## src/rtl/hs_sup_pkg.sv

```systemverilog
package hs_sup_pkg;

  typedef enum logic [2:0] {
    PH_IDLE        = 3'd0,
    PH_WAIT_STATUS = 3'd1,
    PH_WAIT_STX    = 3'd2,
    PH_WAIT_ACK    = 3'd3,
    PH_HOLDOFF     = 3'd4
  } phase_t;

  // bit positions inside the registered pulse vector
  localparam int PB_POLL  = 0;
  localparam int PB_STX   = 1;
  localparam int PB_ACK   = 2;
  localparam int PB_OK    = 3;
  localparam int PB_RETRY = 4;
  localparam int PB_SEND  = 5;
  localparam int NPULSE   = 6;

  function automatic int max4(input int a, input int b, input int c, input int d);
    int m;
    m = a;
    if (b > m) m = b;
    if (c > m) m = c;
    if (d > m) m = d;
    return m;
  endfunction

  // window length (in ticks) that belongs to a phase
  function automatic int phase_limit(input phase_t ph, input int poll, input int stx,
                                     input int ack, input int wbc);
    case (ph)
      PH_WAIT_STATUS: return poll;
      PH_WAIT_STX:    return stx;
      PH_WAIT_ACK:    return ack;
      PH_HOLDOFF:     return wbc;
      default:        return 0;
    endcase
  endfunction

endpackage

```

## src/rtl/hs_phase_timer.sv

```systemverilog
module hs_phase_timer #(
  parameter int CNT_W = 8
) (
  input  logic             clk,
  input  logic             rst_n,
  input  logic             load,
  input  logic [CNT_W-1:0] load_val,
  input  logic             run,
  input  logic             tick,
  output logic             expire
);
  logic [CNT_W-1:0] cnt_q;

  // the limit-th tick since the load is the one that expires
  assign expire = run && tick && (cnt_q == CNT_W'(1));

  always_ff @(posedge clk) begin
    if (!rst_n)
      cnt_q <= '0;
    else if (load)
      cnt_q <= load_val;
    else if (run && tick && (cnt_q > CNT_W'(1)))
      cnt_q <= cnt_q - CNT_W'(1);
  end
endmodule

```

## src/rtl/hs_sat_counter.sv

```systemverilog
module hs_sat_counter #(
  parameter int W = 8
) (
  input  logic         clk,
  input  logic         rst_n,
  input  logic         inc,
  output logic [W-1:0] cnt
);
  always_ff @(posedge clk) begin
    if (!rst_n)
      cnt <= '0;
    else if (inc && (cnt != '1))
      cnt <= cnt + W'(1);
  end
endmodule

```

## src/rtl/hs_timeout_sup.sv

```systemverilog
module hs_timeout_sup
  import hs_sup_pkg::*;
#(
  parameter int POLL_TICKS = 20,
  parameter int STX_TICKS  = 200,
  parameter int ACK_TICKS  = 40,
  parameter int WBC_TICKS  = 5,
  parameter int ERR_W      = 8
) (
  input  logic             clk,
  input  logic             rst_n,
  input  logic             tick_1ms,
  input  logic             req_low,
  input  logic             status_begin,
  input  logic             status_end,
  input  logic             stx_seen,
  input  logic             tx_end,
  input  logic             ack_seen,
  input  logic             nak_seen,
  input  logic             rx_end,
  output logic             to_poll,
  output logic             to_stx,
  output logic             to_ack,
  output logic             ack_ok,
  output logic             retry_req,
  output logic             send_ok,
  output logic [ERR_W-1:0] err_cnt
);
  localparam int MAX_TICKS = max4(POLL_TICKS, STX_TICKS, ACK_TICKS, WBC_TICKS);
  localparam int CNT_W     = $clog2(MAX_TICKS + 1);

  phase_t              state_q, state_d;
  logic                busy_q, busy_d;
  logic                tmr_load, tmr_run, tmr_expire;
  logic [CNT_W-1:0]    tmr_lval;
  logic [NPULSE-1:0]   pulse_d, pulse_q;
  logic                req_err;

  assign tmr_run = (state_q != PH_IDLE) && !((state_q == PH_WAIT_STATUS) && busy_q);
  assign req_err = req_low && (state_q != PH_IDLE);

  hs_phase_timer #(.CNT_W(CNT_W)) tmr_i (
    .clk      (clk),
    .rst_n    (rst_n),
    .load     (tmr_load),
    .load_val (tmr_lval),
    .run      (tmr_run),
    .tick     (tick_1ms),
    .expire   (tmr_expire)
  );

  hs_sat_counter #(.W(ERR_W)) err_i (
    .clk   (clk),
    .rst_n (rst_n),
    .inc   (req_err),
    .cnt   (err_cnt)
  );

  always_comb begin
    state_d  = state_q;
    busy_d   = busy_q;
    tmr_load = 1'b0;
    pulse_d  = '0;
    case (state_q)
      PH_IDLE: begin
        busy_d = 1'b0;
        if (req_low)     state_d = PH_WAIT_STATUS;
        else if (tx_end) state_d = PH_WAIT_ACK;
        else if (rx_end) state_d = PH_HOLDOFF;
        tmr_load = (state_d != PH_IDLE);
      end
      PH_WAIT_STATUS: begin
        if (status_end) begin
          state_d  = PH_WAIT_STX;
          busy_d   = 1'b0;
          tmr_load = 1'b1;
        end else if (status_begin) begin
          busy_d = 1'b1;
        end else if (tmr_expire) begin
          state_d          = PH_IDLE;
          pulse_d[PB_POLL] = 1'b1;
        end
      end
      PH_WAIT_STX: begin
        if (stx_seen) begin
          state_d = PH_IDLE;
        end else if (tmr_expire) begin
          state_d         = PH_IDLE;
          pulse_d[PB_STX] = 1'b1;
        end
      end
      PH_WAIT_ACK: begin
        if (ack_seen) begin
          state_d        = PH_IDLE;
          pulse_d[PB_OK] = 1'b1;
        end else if (nak_seen) begin
          state_d           = PH_IDLE;
          pulse_d[PB_RETRY] = 1'b1;
        end else if (tmr_expire) begin
          state_d         = PH_IDLE;
          pulse_d[PB_ACK] = 1'b1;
        end
      end
      PH_HOLDOFF: begin
        if (tmr_expire) begin
          state_d          = PH_IDLE;
          pulse_d[PB_SEND] = 1'b1;
        end
      end
      default: state_d = PH_IDLE;
    endcase
    tmr_lval = CNT_W'(phase_limit(state_d, POLL_TICKS, STX_TICKS, ACK_TICKS, WBC_TICKS));
  end

  always_ff @(posedge clk) begin
    if (!rst_n) begin
      state_q <= PH_IDLE;
      busy_q  <= 1'b0;
      pulse_q <= '0;
    end else begin
      state_q <= state_d;
      busy_q  <= busy_d;
      pulse_q <= pulse_d;
    end
  end

  assign to_poll   = pulse_q[PB_POLL];
  assign to_stx    = pulse_q[PB_STX];
  assign to_ack    = pulse_q[PB_ACK];
  assign ack_ok    = pulse_q[PB_OK];
  assign retry_req = pulse_q[PB_RETRY];
  assign send_ok   = pulse_q[PB_SEND];
endmodule

```

## config.mk

```make
export PLATFORM = sky130hd
export DESIGN_NAME = hs_timeout_sup
export DESIGN_NICKNAME = d
export VERILOG_FILES = /design/src/rtl/hs_sup_pkg.sv /design/src/rtl/hs_phase_timer.sv /design/src/rtl/hs_sat_counter.sv /design/src/rtl/hs_timeout_sup.sv
export SDC_FILE = /design/constraint.sdc
export NUM_CORES = 1
export LEC_CHECK = 0
export BUFFER_PORTS_ARGS = -buffer_cell sky130_fd_sc_hd__clkbuf_2
export CORE_MARGIN = 2
export CORE_UTILIZATION = 50
export DETAILED_ROUTE_END_ITERATION = 7
export PLACE_DENSITY_LB_ADDON = 0.25
export SETUP_SLACK_MARGIN = 0.05
export SLEW_MARGIN = 15
export SYNTH_ARGS = -nofsm -noshare
export SYNTH_HDL_FRONTEND = slang
export SYNTH_SLANG_ARGS = --single-unit
```

## constraint.sdc

```tcl
create_clock -name clk -period 1.9 [get_ports clk]
set_input_delay 0.19 -clock clk [delete_from_list [all_inputs] [get_ports clk]]
set_output_delay 0.19 -clock clk [all_outputs]
set_load 0.02 [all_outputs]
```

==> results.yml, run 1 <==
outcome:
  run_status: "finished clean"
timing:
  maxSlewViolCount: 0
  tightest_slew_ns: 0.5362
  relative_slew_slack: 0.6398
  totalNegativeSetupSlack_ns: 0
  timing.final.hold_violations: 0
  achievable-frequency_mhz: 594.6
  fin_skew_ns: 0.006844
  min_period_over_period: 0.8851
  unrepaired_setup_endpoints_after_global_routing: "no"
  setup-violations-final: 0
  timing.final.crit_period_ns: 1.682
logic_synthesis:
  synth_enable_flop_cells: 0
  yosys_warnings: 0
  ys_dominant_reg_cell: "sky130_fd_sc_hd__dfxtp_1"
  synth_common_cells: "sky130_fd_sc_hd__dfxtp_1, sky130_fd_sc_hd__nor2_1, sky130_fd_sc_hd__nand2_1, sky130_fd_sc_hd__nand3_1, sky130_fd_sc_hd__o21ai_0"
  netlist_area_mm2: 0.001351
  synth_nets: 182
  synth.top_cells.by_area: "sky130_fd_sc_hd__dfxtp_1, sky130_fd_sc_hd__nor2_1, sky130_fd_sc_hd__nand2_1"
  synth.top_cell.area_share: 0.3852
  ys_async_sr_fraction: 0
  cell_type_with_the_largest_total_area_after_synthesis: "sky130_fd_sc_hd__dfxtp_1"
  ys_types: 41
  syn_inst: 168
  synth_seq_area_share: 0.3852
  yosys.cell_count.top_type: "sky130_fd_sc_hd__dfxtp_1"
  syn-mean-instance-area_um2: 8.043
  synth_seq_cells: 26
clocking:
  clock_insertion_delay_worst_skew_ns: 0.33
  tritoncts_clock_tree: "done"
  htree_levels: 1
  cts_buffers: 3
  cts.clk_slew.worst_paths_ns: 0.15
  numClockSinks: 26
  cts-root-to-sink-buffers: 2
  cts-root-buf: "sky130_fd_sc_hd__clkbuf_4"
final_layout:
  finish.utilization: 0.6300
  finalNetCount: 212
  n_antenna_cell: 0
  final_design_area_no_fill_mm2: 0.001589
  num-fill-cells: 223
  register_area_um2: 521.8
  layout-area-overhead-vs-synth_pct: 17.59
  final_layout_size_suffix_gt1_frac: 0.2284
  area_used_by_multi_input_combinational_logic_um2: 774.5
floorplan:
  chipWidth_um: 55.99
  floorplan.initialDensity: 0.5357
  die_y_um: 55.99
  placeableCoreArea_mm2: 0.002522
  die-area_mm2: 0.003134
  pin_count: 25
  num_rows: 18
critical_path:
  critical_path_required_ns: 2.12
  worstSetupPathType: "reg2reg"
  slowest_delay_ns: 0.53
  endpoint_arrival_time_on_the_critical_path_ns: 1.91
  maximum_fanout_encountered_on_the_critical_timing_path: 9
  cp_num_buf_inv: 1
  critical_path.cell_chain: "or3_1 -> o311ai_2 -> buf_4 -> nor4_1 -> xnor2_1 -> nor2_1"
  worst_r2r_endpoint: "err_i.cnt[7]$_SDFFE_PN0P_"
  rrSetupSlack_ns: 0.22
  worstSetupEndpointType: "register"
  critPathSlowestCell: "sky130_fd_sc_hd__dfxtp_1"
  r2r_start: "state_q[2]$_SDFF_PN0_"
  worst-path-stages: 6
  ff2ff_path_depth: 6
  cp-start-kind: "register"
  cell_family_contributing_the_most_delay_on_the_critical_path: "simple AND/OR/NAND/NOR gates"
power:
  p_sw_frac: 0.3366
  power-per-cell-area_mw_per_mm2: 985.7
  power_switching_uw: 527.1
  p_clk_frac: 0.249
  power_report.internal_total_mw: 1.039
  ir_drop_v: 0.0006500
  p_seq_frac: 0.423
  comb_power_share: 0.328
  p_leak_nw: 0.6331
placed_design:
  place.gp.congestion: 0.8916
  post_dp_cell_area_mm2: 0.001498
  dp_hpwl_um: 2289
  port_buffers: 24
route:
  vias: 1315
  drtAntennaViolNets: 0
  routed_wirelength_um: 3150
  detailedRoute.firstPassIterationCount: 4
  drc: 0
  post_drt_via_cell_ratio: 5.793
  route.detailed.wl_per_inst_um: 13.88
  drt_iter0_drc: 34
grt:
  antenna_violations_before_repair: 0
  first_global_vias: 1157
  total_global_route_track_usage: 0.2013
  gr-total-overflow: 0
  grt_pass1_wl_um: 5147
  grt_max_degree: 16
job:
  max_cap_violation_count: 0
hold_path:
  worst_hold_path.num_cells: 2
  min-delay-path-class: "in2reg"
  min_from: "stx_seen"
  worst_hold_path.endpoint: "pulse_q[1]$_SDFF_PP0_"
[final cells by class]
cell class,instances,area share
timing repair buffer,31,0.1087
multi-input combinational,128,0.4874
clock inverter,1,0.01890
tap,30,0.02362
sequential,26,0.3283
inverter,8,0.01890
clock buffer,3,0.01417
[stage by stage]
stage | setup WS [ns] | hold WS (ns) | cells | total power [mW]
2_1_floorplan | 0.2005 | 0.2661 | 168 | 1.011
3_3_place_gp | 0.2490 | 0.3725 | 219 | 1.097
3_5_place_dp | 0.1992 | 0.3766 | 219 | 1.116
4_1_cts | 0.1769 | 0.008187 | 223 | 1.504
5_1_grt | 0.05508 | 0.01056 | 227 | 1.656
6_report | 0.2183 | 0.02025 | 227 | 1.566
[logic make-up after synthesis]
family | synth area share
compound gates | 0.1833
xor+xnor | 0.03890
fa+ha+maj | 0.02778
buf+inv | 0.04722
flops | 0.3852
mux | 0.007408
simple gates | 0.3102
[layer usage]
| metal | track usage | wire length (µm) | vias up |
|---|---|---|---|
| met1 | 0.2722 | 1447 | 622 |
| met3 | 0.05349 | 145 | 4 |
| li1 | - | - | 653 |
| met4 | 0.03741 | 29 | 0 |
| met5 | 0 | 0 | - |
| met2 | 0.3261 | 1527 | 36 |
[timing repair]
action,CTS,global route
hold buffers,0,0
buffers inserted,0,4
endpoints found under the setup margin,0,3
resized for setup,0,2
[worst max path at each step]
stage                                           start                           to  slack [ns]
after floorplan             err_i.cnt[0]$_SDFFE_PN0P_    err_i.cnt[5]$_SDFFE_PN0P_        0.20
after global placement          state_q[0]$_SDFF_PN0_  tmr_i.cnt_q[3]$_SDFFE_PN0P_        0.25
after detailed placement        state_q[0]$_SDFF_PN0_    err_i.cnt[7]$_SDFFE_PN0P_        0.20
after CTS                       state_q[0]$_SDFF_PN0_    err_i.cnt[7]$_SDFFE_PN0P_        0.18
after global routing      tmr_i.cnt_q[3]$_SDFFE_PN0P_        pulse_q[1]$_SDFF_PP0_        0.06
final                           state_q[2]$_SDFF_PN0_    err_i.cnt[7]$_SDFFE_PN0P_        0.22
[power groups by stage]
| stage | logic, mW | clock network [mW] | registers [mW] |
|---|---|---|---|
| finish | 0.513 | 0.390 | 0.663 |
| global placement | 0.429 | 0 | 0.668 |
| detailed placement | 0.444 | 0 | 0.671 |
| floorplan | 0.358 | 0 | 0.653 |
| global route | 0.567 | 0.417 | 0.672 |
| CTS | 0.447 | 0.398 | 0.660 |
[worst register-to-register path, cell delays in order, from the launching register on]
cell and delay [ns]:
sky130_fd_sc_hd__dfxtp_1 0.53, sky130_fd_sc_hd__or3_1 0.24, sky130_fd_sc_hd__o311ai_2 0.12, sky130_fd_sc_hd__buf_4 0.18
sky130_fd_sc_hd__nor4_1 0.30, sky130_fd_sc_hd__xnor2_1 0.16, sky130_fd_sc_hd__nor2_1 0.05
[sequential cells by signal, summed over array words and instances (netlist names)]
name         count
busy_q           1
pulse_q          6
state_q          3
tmr_i.cnt_q      8
err_i.cnt        8
[layout by cell type (no fill, tap or decap), types with 2 or more instances in the layout]
cell type and instances:
sky130_fd_sc_hd__nor2b_1 2, sky130_fd_sc_hd__nand2_1 18, sky130_fd_sc_hd__nor2_1 22, sky130_fd_sc_hd__nor4_1 3
sky130_fd_sc_hd__a211oi_1 4, sky130_fd_sc_hd__xnor2_1 3, sky130_fd_sc_hd__nand3_1 12, sky130_fd_sc_hd__buf_4 7
sky130_fd_sc_hd__inv_1 8, sky130_fd_sc_hd__a21oi_1 10, sky130_fd_sc_hd__clkbuf_2 24, sky130_fd_sc_hd__ha_1 3
sky130_fd_sc_hd__o21ai_0 12, sky130_fd_sc_hd__nor3b_1 3, sky130_fd_sc_hd__or3_1 3, sky130_fd_sc_hd__nor3_1 4
sky130_fd_sc_hd__xor2_1 3, sky130_fd_sc_hd__clkbuf_4 3, sky130_fd_sc_hd__a31oi_1 3, sky130_fd_sc_hd__nand2b_1 2
sky130_fd_sc_hd__dfxtp_1 25, sky130_fd_sc_hd__nand4_1 2, sky130_fd_sc_hd__and2_1 2
No activity file was read; power rests on OpenSTA's default activity.
==> inputs of run 2 (changes only) <==
--- a/config.mk
+++ b/config.mk
@@ -7,10 +7,10 @@
 export LEC_CHECK = 0
 export BUFFER_PORTS_ARGS = -buffer_cell sky130_fd_sc_hd__clkbuf_2
 export CORE_MARGIN = 2
-export CORE_UTILIZATION = 50
+export CORE_UTILIZATION = 36
 export DETAILED_ROUTE_END_ITERATION = 7
 export PLACE_DENSITY_LB_ADDON = 0.25
-export SETUP_SLACK_MARGIN = 0.05
+export SETUP_SLACK_MARGIN = 0.1
 export SLEW_MARGIN = 15
 export SYNTH_ARGS = -nofsm -noshare
 export SYNTH_HDL_FRONTEND = slang
==> run 2 against run 1 <==
- global-route usage fell by 4.0 points
- largest power group unchanged
- sequential power is 0.9% lower
- fmax up 1.8%
- largest cell class unchanged
- register-to-register slack better by 0.03 ns
- critical path type unchanged
==> results.yml, run 2 (synthesized netlist as in run 1, its figures left out) <==
placed_design:
  post_dp_cell_area_mm2: 0.001513
  dp_hpwl_um: 2501
  port_buffers: 24
  place.gp.congestion: 0.8935
floorplan:
  floorplan.initialDensity: 0.3719
  num_rows: 22
  die-area_mm2: 0.004260
  chipWidth_um: 65.27
  placeableCoreArea_mm2: 0.003633
  pin_count: 25
  die_y_um: 65.27
power:
  p_leak_nw: 0.6075
  ir_drop_v: 0.0003253
  power-per-cell-area_mw_per_mm2: 911.4
route:
  detailedRoute.firstPassIterationCount: 4
  routed_wirelength_um: 3237
  drt_iter0_drc: 86
  route.detailed.wl_per_inst_um: 13.49
  vias: 1311
  drc: 0
  drtAntennaViolNets: 0
  post_drt_via_cell_ratio: 5.463
critical_path:
  worstSetupEndpointType: "register"
  maximum_fanout_encountered_on_the_critical_timing_path: 9
  rrSetupSlack_ns: 0.25
  cp-start-kind: "register"
  critical_path_required_ns: 2.06
  worstSetupPathType: "reg2reg"
  endpoint_arrival_time_on_the_critical_path_ns: 1.82
final_layout:
  final_layout_size_suffix_gt1_frac: 0.2031
  finalNetCount: 208
  layout-area-overhead-vs-synth_pct: 16.11
  layout.cells.most_common: "sky130_fd_sc_hd__dfxtp_1"
  layout_top_registers: "err_i.cnt x8, tmr_i.cnt_q x8, pulse_q x6"
  final_design_area_no_fill_mm2: 0.001569
  n_antenna_cell: 0
  final_cell_mix: "sky130_fd_sc_hd__dfxtp_1, sky130_fd_sc_hd__clkbuf_2, sky130_fd_sc_hd__nor2_1"
clocking:
  cts_buffers: 3
  clock_insertion_delay_worst_skew_ns: 0.26
  cts.clk_slew.worst_paths_ns: 0.09
  cts-root-to-sink-buffers: 2
  ctsHoldBuffers: 0
  tritoncts_clock_tree: "done"
  htree_levels: 1
  cts-root-buf: "sky130_fd_sc_hd__clkbuf_8"
  numClockSinks: 26
timing:
  totalNegativeSetupSlack_ns: 0
  timing.final.crit_period_ns: 1.653
  maxSlewViolCount: 0
  unrepaired_setup_endpoints_after_global_routing: "yes"
  relative_slew_slack: 0.6408
  fin_skew_ns: 0.003149
  tightest_slew_ns: 0.5346
  setup-violations-final: 0
  achievable-frequency_mhz: 605.1
  min_period_over_period: 0.8698
  timing.final.hold_violations: 0
grt:
  total_global_route_track_usage: 0.1610
  gr-total-overflow: 0
  antenna_violations_before_repair: 0
  grt_pass1_wl_um: 5526
  grt_max_degree: 14
  first_global_vias: 1271
job:
  max_cap_violation_count: 0
hold_path:
  min-delay-path-class: "in2reg"
outcome:
  run_status: "finished clean"
run 2: changes by cell type in the layout (fill, tap and decap cells not counted):
cell and delta:
sky130_fd_sc_hd__clkbuf_4 -3, sky130_fd_sc_hd__clkbuf_8 +3, sky130_fd_sc_hd__bufinv_16 -1, sky130_fd_sc_hd__dfxtp_1 +1, sky130_fd_sc_hd__dfxtp_2 -1, sky130_fd_sc_hd__buf_4 -4
run 2: final timing paths:
kind | start | to | cells after the start
max | state_q[0]$_SDFF_PN0_ | tmr_i.cnt_q[6]$_SDFFE_PN0P_ | 5
min | stx_seen | pulse_q[1]$_SDFF_PP0_ | 2
max reg2reg | state_q[0]$_SDFF_PN0_ | tmr_i.cnt_q[6]$_SDFFE_PN0P_ | 5
min reg2reg | tmr_i.cnt_q[5]$_SDFFE_PN0P_ | tmr_i.cnt_q[5]$_SDFFE_PN0P_ | 2
run 2: critical path: stages (launching register included):
cell                      delay, ns
sky130_fd_sc_hd__dfxtp_1       0.38
sky130_fd_sc_hd__or4_4         0.57
sky130_fd_sc_hd__and3_4        0.19
sky130_fd_sc_hd__a21o_4        0.21
sky130_fd_sc_hd__a21oi_1       0.15
sky130_fd_sc_hd__nor2_1        0.06
run 2: cell type report:
| class | instances | area [µm²] |
|---|---|---|
| fillers | 376 | 2064 |
| multi-input cells | 128 | 774.5 |
| flip-flops and latches | 26 | 520.5 |
| repair buffers | 27 | 142.6 |
| well taps | 48 | 60.06 |
| clock buffers | 3 | 41.29 |
| inverters | 8 | 30.03 |
run 2: report_power, final:
group | total, mW | leakage [nW] | switching [mW] | internal (mW)
sequential | 0.657 | 0.212 | 0.0657 | 0.591
clock | 0.305 | 0.0216 | 0.163 | 0.142
combinational | 0.469 | 0.374 | 0.271 | 0.198
run 2: per-stage QoR:
stage                     setup WS (ns)  hold WS, ns  power (mW)  instances  utilization
final                            0.2473       0.1159       1.430        240       0.4318
after global routing            0.09400       0.1170       1.541        240       0.4318
after global placement           0.2921       0.3806       1.099        236       0.4163
after CTS                        0.2399      0.09705       1.421        239       0.4277
after detailed placement         0.2577       0.3874       1.114        236       0.4163
after floorplan                  0.2005       0.2661       1.011        168            -
run 2: what timing repair did:
action | in CTS | in global routing
endpoints found under the setup margin | 0 | 2
hold endpoints to repair | 0 | 0
setup buffers | 0 | 1
gates resized for setup | 0 | 1
run 2: layer usage:
metal  global-route usage  up-vias  wire [µm]
met5                    0        -          0
met3              0.02055        6        230
met4              0.05990        0         34
li1                     -      643          -
met2               0.2844       58       1557
met1               0.1989      604       1414
